### src/rtl/bcl_pkg.sv
package bcl_pkg;

    typedef enum logic [1:0] {
        SC_IDLE = 2'd0,
        SC_LOW  = 2'd1,
        SC_HIGH = 2'd2
    } sclk_state_e;

    // Line-control word as software sees it; positions are decoded by software.
    typedef struct packed {
        logic scl_lvl;   // bit 3
        logic scl_en;    // bit 2
        logic sda_lvl;   // bit 1
        logic sda_en;    // bit 0
    } line_ctl_t;

endpackage

### src/rtl/bcl_sclk_fsm.sv
module bcl_sclk_fsm
    import bcl_pkg::*;
#(
    parameter int DIV_W = 8
) (
    input  logic             clk_i,
    input  logic             rst_ni,
    input  logic             run_i,
    input  logic [DIV_W-1:0] div_i,
    output logic             scl_eng_o,
    output logic             fall_o,
    output logic             sample_o
);

    sclk_state_e      state_q, state_n;
    logic [DIV_W-1:0] cnt_q, cnt_n;
    logic             half_done;

    assign half_done = (cnt_q == div_i);

    // next-state logic: go, rise, fall, stop
    always_comb begin
        state_n = state_q;
        cnt_n   = cnt_q;
        unique case (state_q)
            SC_IDLE: begin
                cnt_n = '0;
                if (run_i) state_n = SC_LOW;          // go
            end
            SC_LOW: begin
                if (half_done) begin
                    state_n = SC_HIGH;                // rise
                    cnt_n   = '0;
                end else begin
                    cnt_n = cnt_q + 1'b1;
                end
            end
            SC_HIGH: begin
                if (half_done) begin
                    state_n = run_i ? SC_LOW : SC_IDLE; // fall / stop
                    cnt_n   = '0;
                end else begin
                    cnt_n = cnt_q + 1'b1;
                end
            end
            default: begin
                state_n = SC_IDLE;
                cnt_n   = '0;
            end
        endcase
    end

    // state register
    always_ff @(posedge clk_i or negedge rst_ni) begin
        if (!rst_ni) begin
            state_q <= SC_IDLE;
            cnt_q   <= '0;
        end else begin
            state_q <= state_n;
            cnt_q   <= cnt_n;
        end
    end

    // outputs
    always_comb begin
        scl_eng_o = (state_q != SC_LOW);
        fall_o    = (state_q != SC_LOW) && (state_n == SC_LOW);
        sample_o  = (state_q == SC_HIGH) && (cnt_q == '0);
    end

endmodule

### src/rtl/bcl_sda_delay.sv
module bcl_sda_delay #(
    parameter int DLY_W = 3
) (
    input  logic             clk_i,
    input  logic             rst_ni,
    input  logic             fall_i,
    input  logic [DLY_W-1:0] dly_i,
    input  logic             tx_bit_i,
    output logic             shift_o,
    output logic             sda_eng_o
);

    logic [DLY_W-1:0] wait_q;
    logic [DLY_W-1:0] dly_eff;

    // a programmed delay of zero behaves as one cycle
    assign dly_eff = (dly_i == '0) ? DLY_W'(1) : dly_i;
    assign shift_o = (wait_q == DLY_W'(1));

    always_ff @(posedge clk_i or negedge rst_ni) begin
        if (!rst_ni) begin
            wait_q <= '0;
        end else if (fall_i) begin
            wait_q <= dly_eff;
        end else if (wait_q != '0) begin
            wait_q <= wait_q - 1'b1;
        end
    end

    always_ff @(posedge clk_i or negedge rst_ni) begin
        if (!rst_ni) begin
            sda_eng_o <= 1'b1;
        end else if (shift_o) begin
            sda_eng_o <= tx_bit_i;
        end
    end

endmodule

### src/rtl/bcl_line_io.sv
module bcl_line_io
    import bcl_pkg::*;
#(
    parameter int SYNC_STAGES = 2
) (
    input  logic      clk_i,
    input  logic      rst_ni,
    input  logic      scl_eng_i,
    input  logic      sda_eng_i,
    input  line_ctl_t ctl_i,
    input  logic      scl_in_i,
    input  logic      sda_in_i,
    output logic      scl_oe_o,
    output logic      sda_oe_o,
    output logic [1:0] line_rd_o
);

    logic scl_lvl, sda_lvl;
    logic [SYNC_STAGES-1:0] scl_sync, sda_sync;

    always_comb begin
        scl_lvl  = ctl_i.scl_en ? ctl_i.scl_lvl : scl_eng_i;
        sda_lvl  = ctl_i.sda_en ? ctl_i.sda_lvl : sda_eng_i;
        scl_oe_o = ~scl_lvl;
        sda_oe_o = ~sda_lvl;
    end

    for (genvar s = 0; s < SYNC_STAGES; s++) begin : g_sync
        always_ff @(posedge clk_i or negedge rst_ni) begin
            if (!rst_ni) begin
                scl_sync[s] <= 1'b1;
                sda_sync[s] <= 1'b1;
            end else if (s == 0) begin
                scl_sync[s] <= scl_in_i;
                sda_sync[s] <= sda_in_i;
            end else begin
                scl_sync[s] <= scl_sync[(s == 0) ? 0 : s-1];
                sda_sync[s] <= sda_sync[(s == 0) ? 0 : s-1];
            end
        end
    end

    assign line_rd_o = {scl_sync[SYNC_STAGES-1], sda_sync[SYNC_STAGES-1]};

endmodule

### src/rtl/busclk_line_ctrl.sv
module busclk_line_ctrl
    import bcl_pkg::*;
#(
    parameter int DIV_W       = 8,
    parameter int DLY_W       = 3,
    parameter int SYNC_STAGES = 2,
    localparam int CCR_W      = DIV_W + DLY_W
) (
    input  logic             clk_i,
    input  logic             rst_ni,
    input  logic             run_i,
    input  logic             tx_bit_i,
    input  logic [CCR_W-1:0] ccr_i,
    input  logic [3:0]       lcr_ctl_i,
    input  logic             scl_in_i,
    input  logic             sda_in_i,
    output logic             scl_oe_o,
    output logic             sda_oe_o,
    output logic [1:0]       line_rd_o,
    output logic             shift_o,
    output logic             sample_o
);

    logic [DIV_W-1:0] div_f;
    logic [DLY_W-1:0] dly_f;
    line_ctl_t        ctl;
    logic             scl_eng, sda_eng, fall;

    assign div_f = ccr_i[DIV_W-1:0];
    assign dly_f = ccr_i[CCR_W-1:DIV_W];
    assign ctl   = line_ctl_t'(lcr_ctl_i);

    bcl_sclk_fsm #(.DIV_W(DIV_W)) u_fsm (
        .clk_i     (clk_i),
        .rst_ni    (rst_ni),
        .run_i     (run_i),
        .div_i     (div_f),
        .scl_eng_o (scl_eng),
        .fall_o    (fall),
        .sample_o  (sample_o)
    );

    bcl_sda_delay #(.DLY_W(DLY_W)) u_dly (
        .clk_i     (clk_i),
        .rst_ni    (rst_ni),
        .fall_i    (fall),
        .dly_i     (dly_f),
        .tx_bit_i  (tx_bit_i),
        .shift_o   (shift_o),
        .sda_eng_o (sda_eng)
    );

    bcl_line_io #(.SYNC_STAGES(SYNC_STAGES)) u_io (
        .clk_i     (clk_i),
        .rst_ni    (rst_ni),
        .scl_eng_i (scl_eng),
        .sda_eng_i (sda_eng),
        .ctl_i     (ctl),
        .scl_in_i  (scl_in_i),
        .sda_in_i  (sda_in_i),
        .scl_oe_o  (scl_oe_o),
        .sda_oe_o  (sda_oe_o),
        .line_rd_o (line_rd_o)
    );

endmodule

### config.mk
export PLATFORM = sky130hd
export DESIGN_NAME = busclk_line_ctrl
export DESIGN_NICKNAME = d
export VERILOG_FILES = /design/src/rtl/bcl_pkg.sv /design/src/rtl/bcl_sclk_fsm.sv /design/src/rtl/bcl_sda_delay.sv /design/src/rtl/bcl_line_io.sv /design/src/rtl/busclk_line_ctrl.sv
export SDC_FILE = /design/constraint.sdc
export NUM_CORES = 1
export LEC_CHECK = 0
export ABC_AREA = 1
export BUFFER_PORTS_ARGS = -buffer_cell sky130_fd_sc_hd__buf_2
export CAP_MARGIN = 40
export CORE_MARGIN = 2
export CORE_UTILIZATION = 45
export DETAILED_ROUTE_END_ITERATION = 8
export GPL_TIMING_DRIVEN = 0
export PLACE_DENSITY = 0.69
export SYNTH_ARGS = -nofsm -noshare
export SYNTH_HDL_FRONTEND = slang
export SYNTH_SLANG_ARGS = --single-unit
export TNS_END_PERCENT = 50
### constraint.sdc
create_clock -name clk_i -period 2.4 [get_ports clk_i]
set_input_delay 0.36 -clock clk_i [delete_from_list [all_inputs] [get_ports clk_i]]
set_output_delay 0.36 -clock clk_i [all_outputs]
set_load 0.02 [all_outputs]
# Word-level counts from Yosys, hierarchy flattened
# Cells that the tools add are included.
dict set report word_totals {
  reg_bits 18
  output_inout_bits 6
  elab_cells 38
}
dict set report classes {
  add_sub_neg 2
  eq_ne 6
  muxes 12
  bitwise 2
  n_reduce_logical 8
}
# cell n
set ops {}
lappend ops {{$mux W8} 2}
lappend ops {{$mux W3} 3}
lappend ops {{$add A8 B1 Y8 const B} 1}
lappend ops {{$eq A8 B8 Y1} 1}
lappend ops {{$logic_not A8 Y1} 1}
lappend ops {{$mux W2} 3}
lappend ops {{$pmux W2 S3} 1}
lappend ops {{$eq A2 B1 Y1 const B} 2}
lappend ops {{$eq A3 B1 Y1 const B} 1}
lappend ops {{$logic_not A3 Y1} 1}
lappend ops {{$mux W1} 3}
lappend ops {{$reduce_bool A3 Y1} 1}
lappend ops {{$sub A3 B1 Y3 const B} 1}
lappend ops {{$eq A2 B2 Y1 const B} 1}
lappend ops {{$logic_and A1 B1 Y1} 2}
lappend ops {{$logic_not A2 Y1} 1}
lappend ops {{$ne A2 B1 Y1 const B} 1}
lappend ops {{$not A1 Y1} 2}
lappend ops {{$reduce_bool A2 Y1} 1}
lappend ops {{$reduce_or A2 Y1} 1}

# Logic depth before layout (Yosys ltp)
# Gate-level depths: netlist of the first run.
dict set report logic_depth {
  word_depth 6
  depth_mapped 14
  ltp_nobuf 14
}

# By module
# Synthesis of the first run repeated with hierarchy kept, for this count alone.
dict set report unflattened {
  hier_cells 156
  hier_area_um2 1191.1
}
# mod instances cells_per_inst area_per_inst_um2 seq_area_each_um2
set modules_own_cells {}
lappend modules_own_cells {bcl_sclk_fsm 1 103 753.2 250.2}
lappend modules_own_cells {bcl_sda_delay 1 35 272.8 101.3}
lappend modules_own_cells {bcl_line_io 1 18 165.2 105.1}

# Worst setup path after synthesis of the first run
# OpenSTA, ideal clock, no wires.
dict set report synth_timing {
  path_type {register to output}
  from {register u_fsm.state_q[0]}
  to {output port sample_o}
  t_arrival_ps 1371
  t_required_ps 2040
  path_slack_ps 669
  stages_incl_launch_ff 5
  path_cell_list {dfrtp_1 inv_1 ha_1 nand4_1 nor4_1}
}
dict set report synth_via {
  elab_chain_cells 2
}
# element line_no
set synth_rtl {}
lappend synth_rtl {{start, declared} bcl_sclk_fsm.sv:15} ;# sclk_state_e state_q, state_n;
lappend synth_rtl {{start signal, assigned} bcl_sclk_fsm.sv:59} ;# state_q <= state_n;
lappend synth_rtl {{$eq A2 B2 Y1} bcl_sclk_fsm.sv:68} ;# sample_o = (state_q == SC_HIGH) && (cnt_q == '0);
lappend synth_rtl {{$logic_and A1 B1 Y1} bcl_sclk_fsm.sv:68}
lappend synth_rtl {{end, declared} busclk_line_ctrl.sv:21} ;# output logic sample_o
# No other way between the ends.

# Worst setup path after layout of the first run
# Ends and elaborated chain as after synthesis.

==> results of run 1 <==
-- logic make-up after synthesis --
family | Yosys count | share of synthesized area [%]
AO/OA/AOI/OAI | 10 | 5.26
XOR/XNOR | 10 | 7.51
adder cells (fa/ha/maj) | 9 | 9.66
buffers and inverters | 29 | 9.98
flip-flops | 18 | 39.2
multiplexers | 1 | 0.858
AND/OR/NAND/NOR | 68 | 27.6
-- layer usage --
metal / vias to the layer above / routed length, um / GRT usage, %
met5: - / 0 / 0
met2: 19 / 1010 / 26.4
met3: 2 / 76 / 3.23
met4: 0 / 16 / 4.88
li1: 509 / - / -
met1: 433 / 979 / 19.9
-- layout by cell type (no fill, tap or decap), drive strengths merged --
cell | Yosys | routed
dlygate4sd3 | 0 | 1
ha | 9 | 9
nand2 | 40 | 40
nor4 | 1 | 1
nand4 | 4 | 4
nor3 | 3 | 3
xnor2 | 6 | 6
dfstp | 5 | 5
nand3 | 5 | 5
dfrtp | 13 | 13
mux2i | 1 | 1
clkbuf | 0 | 4
buf | 2 | 28
nor2 | 14 | 14
inv | 27 | 27
xor2 | 4 | 4
a21oi | 6 | 6
nand3b | 1 | 1
o21ai | 4 | 4
-- per-stage QoR --
step | cell area, sq um | setup slack (ps) | hold slack [ps]
after floorplan | 1170 | 669 | 64.4
after global placement | 1330 | 850 | 314
after detailed placement | 1330 | 839 | 317
after CTS | 1380 | 513 | 157
after global routing | 1380 | 357 | 137
final | 1380 | 527 | 162
-- power groups by stage --
stage                     Combinational (uW)  Sequential (uW)  Clock (uW)
after floorplan                          448              432           0
after global placement                   546              440           0
after detailed placement                 558              445           0
after CTS                                564              438         194
after global routing                     659              447         209
final                                    560              438         187
-- critical path, stage by stage (launching register included) --
cell     delay (ps)
dfrtp_1         440
inv_1           100
ha_1            200
nand4_1         120
nor4_1          160
buf_2           200
-- flip-flops by register name, indices dropped and copies added, names as in the netlist --
| name | count |
|---|---|
| u_io.scl_sync | 1 |
| u_dly.sda_eng_o | 1 |
| u_fsm.state_q | 2 |
| u_fsm.cnt_q | 8 |
| u_dly.wait_q | 3 |
| u_io.line_rd_o | 2 |
| u_io.sda_sync | 1 |
-- layout make-up --
type / count / area (sq um) / area share (%)
timing repair buffer: 27 / 140 / 10.2
multi-input combinational: 98 / 593 / 43.0
inverter: 27 / 101 / 7.34
tap: 30 / 37.5 / 2.72
buffer: 2 / 15.0 / 1.09
sequential: 18 / 457 / 33.1
clock buffer: 4 / 36.3 / 2.63
-- worst min path at each step --
stage	end	cells after the start
finish	u_io.scl_sync[0]	1
global placement	u_fsm.cnt_q[1]	1
CTS	u_io.scl_sync[0]	1
detailed placement	u_fsm.cnt_q[0]	1
global route	u_io.scl_sync[0]	1
floorplan	u_dly.wait_q[0]	0
-- what timing repair did --
action / 4_1_cts / 5_1_grt
setup endpoints to repair: 0 / 0
hold buffers: 1 / 0
hold endpoints to repair: 13 / 0
==> flow_summary_export.csv, run 1 <==
group,metric,value,unit
power,internal-power,689,uW
sta,post-route-min-period,1870,ps
worst_setup_path,rr_endpoint,"u_dly.wait_q[0]",
worst_setup_path,reg2reg_from,"u_fsm.cnt_q[4]",
floorplanning,die-height,54.9,um
clock_network,clock-sinks,18,
synth,yosysTopAreaCell,"dfrtp_1",
worst_setup_path,cp.required,2040,ps
cells_and_area,fill_cells,249,
placement,place_inst,201,
clock_network,cts_resized,0,
cells_and_area,final_core_util,55.7,%
worst_hold_path,min-delay-start,"scl_in_i",
worst_setup_path,r2r_cells,10,
synth,yosys_warnings,0,
power,max-vdd-ir-drop,481,uV
power,power_frac_comb,47.3,%
worst_setup_path,start_kind,"flip-flop",
sta,period_share,78.0,%
placement,routabilityCongestion,0.793,
floorplanning,core,2480,sq um
grt,grt_max_degree,19,
worst_setup_path,r2r_slack,850,ps
sta,fin_tns_setup,0,ps
synth,synth_edf_count,0,
clock_network,cts_root_buffer,"clkbuf_4",
power,power_frac_seq,36.9,%
power,p_per_area,859,nW/um^2
power,leakage,0.000730,uW
power,p_switching,496,uW
grt,track_usage,15.6,%
worst_setup_path,crit_end,"sample_o",
worst_setup_path,path_class,"reg -> out",
floorplanning,die_x,54.9,um
grt,gr-total-overflow,0,
synth,synth_nets,175,
synth,ys.flop_type,"dfrtp_1",
sta,hold_violations,0,
grt,grt_pass1_wl,3380,um
cells_and_area,drive_gt1_share,29.5,%
synth,syn-instance-count,145,
floorplanning,io_pins,27,
grt,antenna_found_initial,0,
route,ant_nets,0,
cells_and_area,stdcell_count,206,
synth,yosysMostFrequentCell,"nand2_1",
sta,slew_violations,0,
floorplanning,start_util,47.1,%
placement,dp_hpwl,1650,um
sta,setup_viol,0,
power,p_sw_share,41.8,%
cells_and_area,diodes,0,
route,drt_iter0_drc,14,
synth,yosys.cell_types.count,24,
synth,ys_seq_area_share,39.2,%
power,p_total,1180,uW
synth,synth_top_area_share,27.9,%
sta,fmax,0.534,GHz
worst_setup_path,end_kind,"output pin",
sta,relSlewSlack,71.6,%
sta,tightest_slew,422,ps
clock_network,cts.clk_slew.worst_paths,110,ps
grt,grt_pass1_vias,833,
route,drtPass1Iterations,4,
worst_setup_path,worstPathMaxFanout,5,
route,avgViaCountPerCell,4.67,
floorplanning,dieArea,3010,sq um
synth,ys_ff_latch,18,
cells_and_area,finalNetCount,207,
synth,async_reset_ff_share,100,%
outcome,outcome,"complete, no violations",
route,wl_per_cell,10.1,um
floorplanning,rows,18,
clock_network,cts_buffer_depth,2,
synth,avgSynthCellArea,8.04,sq um
placement,io_buffers,26,
clock_network,cts-buffers-inserted,3,
clock_network,htree_levels,1,
sta,fin_skew,1.18,ps
power,clkPwrFrac,15.8,%
synth,synthTopCellsByArea,"dfrtp_1 (28%), dfstp_2 (11%), nand2_1 (11%)",
clock_network,cts_post_setup_buffers_inserted,0,
worst_hold_path,min_path_type,"in -> reg",
cells_and_area,syn_to_final_growth,18.3,%
run,drv_cap,0,
route,via_count,963,
clock_network,cts_tree,"built",
synth,yosys-top-cells-count,"nand2_1 (33), inv_1 (24), dfrtp_1 (13), nor2_1 (13), ha_1 (9)",
worst_setup_path,worstSetupStartpoint,"u_fsm.state_q[0]",
clock_network,clk_latency,290,ps
sta,rsz0062_at_grt,"false",
worst_setup_path,cp.arrival,1510,ps
route,drcViolationCount,0,
synth,synth.cell_area,1170,sq um
route,wirelength,2080,um
Note: power is estimated with default switching activity, not from simulation.
==> run 2, diff against run 1 <==
--- a/config.mk
+++ b/config.mk
@@ -5,14 +5,14 @@
 export SDC_FILE = /design/constraint.sdc
 export NUM_CORES = 1
 export LEC_CHECK = 0
-export ABC_AREA = 1
+export ABC_AREA = 0
 export BUFFER_PORTS_ARGS = -buffer_cell sky130_fd_sc_hd__buf_2
 export CAP_MARGIN = 40
 export CORE_MARGIN = 2
 export CORE_UTILIZATION = 45
 export DETAILED_ROUTE_END_ITERATION = 8
 export GPL_TIMING_DRIVEN = 0
-export PLACE_DENSITY = 0.69
+export PLACE_DENSITY = 0.72
 export SYNTH_ARGS = -nofsm -noshare
 export SYNTH_HDL_FRONTEND = slang
 export SYNTH_SLANG_ARGS = --single-unit
==> constraint.sdc (replaced) <==
create_clock -name clk_i -period 1.6 [get_ports clk_i]
set_input_delay 0.24 -clock clk_i [delete_from_list [all_inputs] [get_ports clk_i]]
set_output_delay 0.24 -clock clk_i [all_outputs]
set_load 0.02 [all_outputs]
==> flow_summary_export.csv, run 2 <==
group,metric,value,unit
synth,synth_edf_count,0,
synth,synth_top_area_share,30.4,%
clock_network,cts_root_buffer,"clkbuf_4",
cells_and_area,largest_reg_flops,8,
sta,setup_viol,15,
synth,synth_nets,135,
grt,grt_max_degree,19,
clock_network,clock-sinks,18,
placement,dp_slack,-333,ps
route,drcViolationCount,0,
outcome,violations,"setup timing",
power,power_frac_comb,55.3,%
sta,period_share,116,%
synth,yosys.area_share.simple,17.1,%
power,p_per_area,1380,nW/um^2
sta,post-route-min-period,1860,ps
route,wirelength,2530,um
floorplanning,start_util,48.0,%
synth,ys.flop_type,"dfrtp_1",
power,p_switching,804,uW
cells_and_area,fill_cells,169,
route,drtPass1Iterations,4,
power,max-vdd-ir-drop,1010,uV
cells_and_area,top_register,"u_fsm.cnt_q",
sta,relSlewSlack,57.7,%
synth,yosysTopAreaCell,"dfrtp_1",
power,p_sw_share,37.5,%
placement,io_buffers,26,
clock_network,cts.clk_slew.worst_paths,100,ps
power,power_frac_seq,31.8,%
power,internal-power,1340,uW
sta,rsz0062_at_grt,"true",
worst_setup_path,worstPathMaxFanout,4,
cells_and_area,syn_to_final_growth,44.7,%
sta,slew_violations,0,
clock_network,htree_levels,1,
sta,holdWs,40.1,ps
run,drv_cap,0,
sta,fmax,0.538,GHz
clock_network,cts_tree,"built",
worst_setup_path,crit_path_max_incr_delay,470,ps
power,leakage,0.000710,uW
power,p_total,2150,uW
worst_hold_path,hold_depth,1,
floorplanning,die-height,52.8,um
synth,yosys-top-cells-count,"nor2_1 (17), dfrtp_1 (13), xnor2_1 (11), ha_1 (9), inv_1 (8)",
floorplanning,rows,17,
clock_network,cts_buffer_depth,2,
route,ant_nets,0,
synth,synthTopCellsByArea,"dfrtp_1 (30%), dfstp_2 (12%), ha_1 (11%)",
synth,synth_fa_ha_area_share,10.5,%
sta,tightest_slew,630,ps
sta,setup_ws,-260,ps
worst_setup_path,cp.required,1780,ps
cells_and_area,drive_gt1_share,51.6,%
grt,track_usage,19.3,%
worst_hold_path,min_path_type,"in -> reg",
synth,avgSynthCellArea,10.2,sq um
worst_setup_path,r2r_cells,5,
clock_network,clk_latency,290,ps
synth,synth_mux_area_share,8.29,%
worst_setup_path,r2r_slack,-260,ps
floorplanning,io_pins,27,
synth,async_reset_ff_share,100,%
route,drt_iter0_drc,6,
worst_setup_path,crit_chain,"xnor2_1, nand4_1, nor2_4, mux2i_4, mux2_4",
worst_setup_path,cp.arrival,2040,ps
worst_setup_path,crit_slowest_cell,"dfrtp_1",
floorplanning,die_x,52.8,um
cells_and_area,reg.largest.list,"u_fsm.cnt_q x8, u_dly.wait_q x3",
grt,grt_pass1_wl,3910,um
synth,synth_compound_area_share,5.02,%
worst_setup_path,end_kind,"flip-flop",
route,via_count,915,
synth,syn-instance-count,105,
route,avgViaCountPerCell,5.06,
sta,fin_skew,3.39,ps
worst_setup_path,path_class,"reg -> reg",
sta,hold_violations,0,
outcome,outcome,"complete, but fails checks",
power,clkPwrFrac,12.9,%
clock_network,cts-buffers-inserted,3,
floorplanning,core,2230,sq um
cells_and_area,finalNetCount,184,
grt,gr-total-overflow,0,
worst_setup_path,start_kind,"flip-flop",
cells_and_area,diodes,0,
synth,yosys.cell_types.count,29,
synth,synth.cell_area,1070,sq um
synth,yosysMostFrequentCell,"nor2_1",
cells_and_area,most-common-layout-cells,"buf_2 (23), buf_4 (19), nor2_1 (16)",
grt,antenna_found_initial,0,
floorplanning,dieArea,2790,sq um
placement,routabilityCongestion,0.756,
synth,synthXorXnorAreaFrac,12.3,%
route,wl_per_cell,14.0,um
synth,ys_seq_area_share,42.6,%
synth,ys_ff_latch,18,
grt,grt_pass1_vias,919,
cells_and_area,final_common_cell,"buf_2",
synth,yosys_warnings,0,
placement,dp_hpwl,1560,um
synth,synth_top_family_by_area,"simple AND/OR/NAND/NOR gates",
-- run 2: final cells by class --
type	instances	area, sq um	area share, %
Tap cell	28	35.0	2.26
Multi-Input combinational cell	77	681	43.9
Inverter	8	35.0	2.26
Clock buffer	4	36.3	2.34
Timing Repair Buffer	44	287	18.5
Sequential cell	18	462	29.8
Buffer	2	15.0	0.969
-- run 2: final timing paths --
path | start | to
min reg2reg | u_io.scl_sync[0] | u_io.line_rd_o[1]
max reg2reg | u_fsm.cnt_q[6] | u_dly.wait_q[2]
max in group asynchronous | rst_ni | u_io.line_rd_o[1]
max | u_fsm.cnt_q[6] | u_dly.wait_q[2]
min in group asynchronous | rst_ni | u_fsm.cnt_q[0]
min | scl_in_i | u_io.scl_sync[0]
-- run 2: repair_timing --
action,4_1_cts,5_1_grt
hold buffers,1,0
pin swaps,4,9
buffers inserted,11,6
hold endpoints to repair,13,0
setup endpoints to repair,13,14
resized for setup,24,10
-- run 2: power groups by stage --
stage                     registers (uW)  clock network, uW  logic [uW]
after floorplan                      647                  0         566
after global placement               664                  0         693
after detailed placement             678                  0         741
after CTS                            675                281        1010
after global routing                 698                311        1300
final                                682                277        1190
-- run 2: cell families (layout without fill, tap and decap cells) --
logic type / Yosys count / count (layout)
DFF: 18 / 18
adders and majority gates: 9 / 9
buffers and inverters: 10 / 58
xor gates and xnor gates: 15 / 15
muxes: 8 / 8
and+or+nand+nor: 36 / 36
AOI/OAI and AO/OA: 9 / 9
-- run 2: metal layers --
metal	up-vias	global-route usage, %	wire length (um)
li1	446	-	-
met1	429	20.9	995
met2	32	38.1	1380
met3	8	2.57	116
met4	0	5.56	34
met5	-	0	0
-- run 2: metrics by stage --
| step | TNS [ps] | utilization, % | area (sq um) | cells |
|---|---|---|---|---|
| global placement | -719 | 55.6 | 1240 | 159 |
| global route | -3780 | 69.4 | 1550 | 181 |
| detailed placement | -1170 | 55.6 | 1240 | 159 |
| CTS | -1300 | 65.8 | 1470 | 175 |
| finish | -2190 | 69.4 | 1550 | 181 |
| floorplan | -368 | - | 1080 | 105 |
-- run 2: critical path, delay by kind of cell (launching register included) --
kind	cells	cell delay (ps)
xor+xnor	1	190
flops	1	470
mux	2	640
simple gates	2	450
==> run 3, diff against run 2 <==
--- a/config.mk
+++ b/config.mk
@@ -11,7 +11,6 @@
 export CORE_MARGIN = 2
 export CORE_UTILIZATION = 45
 export DETAILED_ROUTE_END_ITERATION = 8
-export GPL_TIMING_DRIVEN = 0
 export PLACE_DENSITY = 0.72
 export SYNTH_ARGS = -nofsm -noshare
 export SYNTH_HDL_FRONTEND = slang
==> constraint.sdc (replaced) <==
create_clock -name clk_i -period 1.69 [get_ports clk_i]
set_input_delay 0.2535 -clock clk_i [delete_from_list [all_inputs] [get_ports clk_i]]
set_output_delay 0.2535 -clock clk_i [all_outputs]
set_load 0.02 [all_outputs]
==> flow_summary_export.csv, run 3 (synthesis results as in run 2) <==
group,metric,value,unit
worst_setup_path,worstSetupStartpoint,"u_fsm.cnt_q[5]",
worst_setup_path,cp.required,1440,ps
grt,grt_pass1_vias,923,
placement,io_buffers,26,
grt,gr-total-overflow,0,
sta,rsz0062_at_grt,"true",
sta,post-route-min-period,1910,ps
sta,fin_skew,1.39,ps
route,ant_nets,0,
power,p_per_area,1260,nW/um^2
route,wirelength,2610,um
floorplanning,die_x,52.8,um
clock_network,htree_levels,1,
cells_and_area,multiInputGateArea,673,sq um
worst_setup_path,cp.arrival,1660,ps
floorplanning,dieArea,2790,sq um
sta,setup_viol,6,
sta,holdWs,43.2,ps
cells_and_area,finalNetCount,193,
route,wl_per_cell,13.7,um
grt,grt_pass1_wl,3910,um
route,drcViolationCount,0,
sta,relSlewSlack,72.9,%
grt,track_usage,19.4,%
route,drt_iter0_drc,19,
clock_network,cts.clk_slew.worst_paths,100,ps
cells_and_area,fill_cells,159,
worst_setup_path,end_kind,"output pin",
route,drtPass1Iterations,4,
cells_and_area,stdcell_count,190,
worst_setup_path,crit_slowest_cell,"or4_4",
worst_setup_path,worstPathMaxFanout,4,
grt,grt_max_degree,19,
worst_setup_path,path_class,"reg -> out",
power,max-vdd-ir-drop,757,uV
power,internal-power,1260,uW
floorplanning,io_pins,27,
worst_setup_path,rr_endpoint,"u_dly.wait_q[2]",
worst_setup_path,r2r_slack,-150,ps
route,avgViaCountPerCell,4.93,
clock_network,cts-buffers-inserted,3,
worst_setup_path,r2r_cells,6,
cells_and_area,final_core_util,71.9,%
outcome,outcome,"complete, but fails checks",
clock_network,clk_latency,300,ps
floorplanning,die-height,52.8,um
cells_and_area,reg.largest.list,"u_fsm.cnt_q x8, u_dly.wait_q x3",
sta,tightest_slew,406,ps
cells_and_area,seq_area,458,sq um
clock_network,cts_buffer_depth,2,
cells_and_area,drive_gt1_share,51.9,%
sta,hold_violations,0,
worst_hold_path,min_path_type,"in -> reg",
clock_network,cts_tree,"built",
placement,dp_hpwl,1670,um
worst_setup_path,crit_path_max_incr_delay,420,ps
sta,setup_ws,-223,ps
sta,period_share,113,%
placement,routabilityCongestion,0.778,
worst_setup_path,crit_end,"sample_o",
sta,slew_violations,0,
worst_setup_path,crit_chain,"buf_6, or4_4, nor4_4, buf_4",
outcome,violations,"setup timing",
sta,fmax,0.523,GHz
power,power_frac_seq,30.0,%
power,p_sw_share,37.4,%
clock_network,clock-sinks,18,
power,p_total,2020,uW
clock_network,cts_root_buffer,"clkbuf_4",
floorplanning,core,2230,sq um
placement,place_inst,176,
route,via_count,937,
power,clkPwrFrac,13.2,%
cells_and_area,top_register,"u_fsm.cnt_q",
grt,antenna_found_initial,0,
cells_and_area,final_common_cell,"buf_4",
cells_and_area,largest_reg_flops,8,
cells_and_area,syn_to_final_growth,49.9,%
power,power_frac_comb,56.8,%
worst_setup_path,reg2reg_from,"u_fsm.state_q[0]",
cells_and_area,most-common-layout-cells,"buf_4 (26), buf_2 (24), nor2_1 (17)",
power,p_switching,755,uW
floorplanning,rows,17,
worst_setup_path,start_kind,"flip-flop",
cells_and_area,diodes,0,
floorplanning,start_util,48.0,%
power,leakage,0.000756,uW
run,drv_cap,0,
## run 3: changes by cell type in the layout (fill, tap and decap cells not counted), sizes merged
cell / previous run / this run
buf: 45 / 54
## run 3: power groups by stage
stage	clock, uW	sequential [uW]	combinational, uW
2_1_floorplan	0	612	536
3_3_place_gp	0	609	803
3_5_place_dp	0	620	844
4_1_cts	276	605	1000
5_1_grt	295	614	1250
6_report	267	606	1150
## run 3: how the worst min path moves through the flow
stage | depth (start not counted) | to | startpoint | slack (ps)
after floorplan | 0 | u_dly.wait_q[0] | rst_ni | -40
after global placement | 1 | u_fsm.cnt_q[1] | rst_ni | 200
after detailed placement | 1 | u_fsm.cnt_q[0] | rst_ni | 210
after CTS | 1 | u_io.sda_sync[0] | sda_in_i | 30
after global routing | 1 | u_io.scl_sync[0] | scl_in_i | 20
final | 1 | u_io.scl_sync[0] | scl_in_i | 40
## run 3: stage by stage
| step | setup TNS, ps | cell area, sq um | setup WS (ps) |
|---|---|---|---|
| after CTS | -475 | 1520 | -203 |
| after floorplan | -188 | 1080 | -94.2 |
| after global placement | -238 | 1370 | -97.7 |
| final | -681 | 1610 | -223 |
| after detailed placement | -663 | 1370 | -244 |
| after global routing | -1150 | 1610 | -287 |
## run 3: per-layer routing
layer | vias up | GRT usage, % | wire, um
li1 | 466 | - | -
met2 | 37 | 37.1 | 1380
met1 | 427 | 20.6 | 1020
met4 | 0 | 5.13 | 57
met5 | - | 0 | 0
met3 | 7 | 5.14 | 141
## run 3: cell type report
class,count,area share [%]
Inverter,8,2.03
Tap cell,28,2.18
Multi-Input combinational cell,77,41.9
Timing Repair Buffer,55,23.1
Sequential cell,18,28.5
Clock buffer,4,2.26
## run 3: worst max-delay path: cells and delay by family (launching register included)
family	cells	cell delay, ps
flops	1	410
simple gates	2	650
buf+inv	2	310
## run 3: timing repair
item                                   in CTS  in global routing
pin swaps                                   5                  6
endpoints found under the hold margin      13                  0
setup endpoints to repair                   5                  5
hold buffers                                1                  0
setup buffers                               8                  2
resized for setup                          12                 16
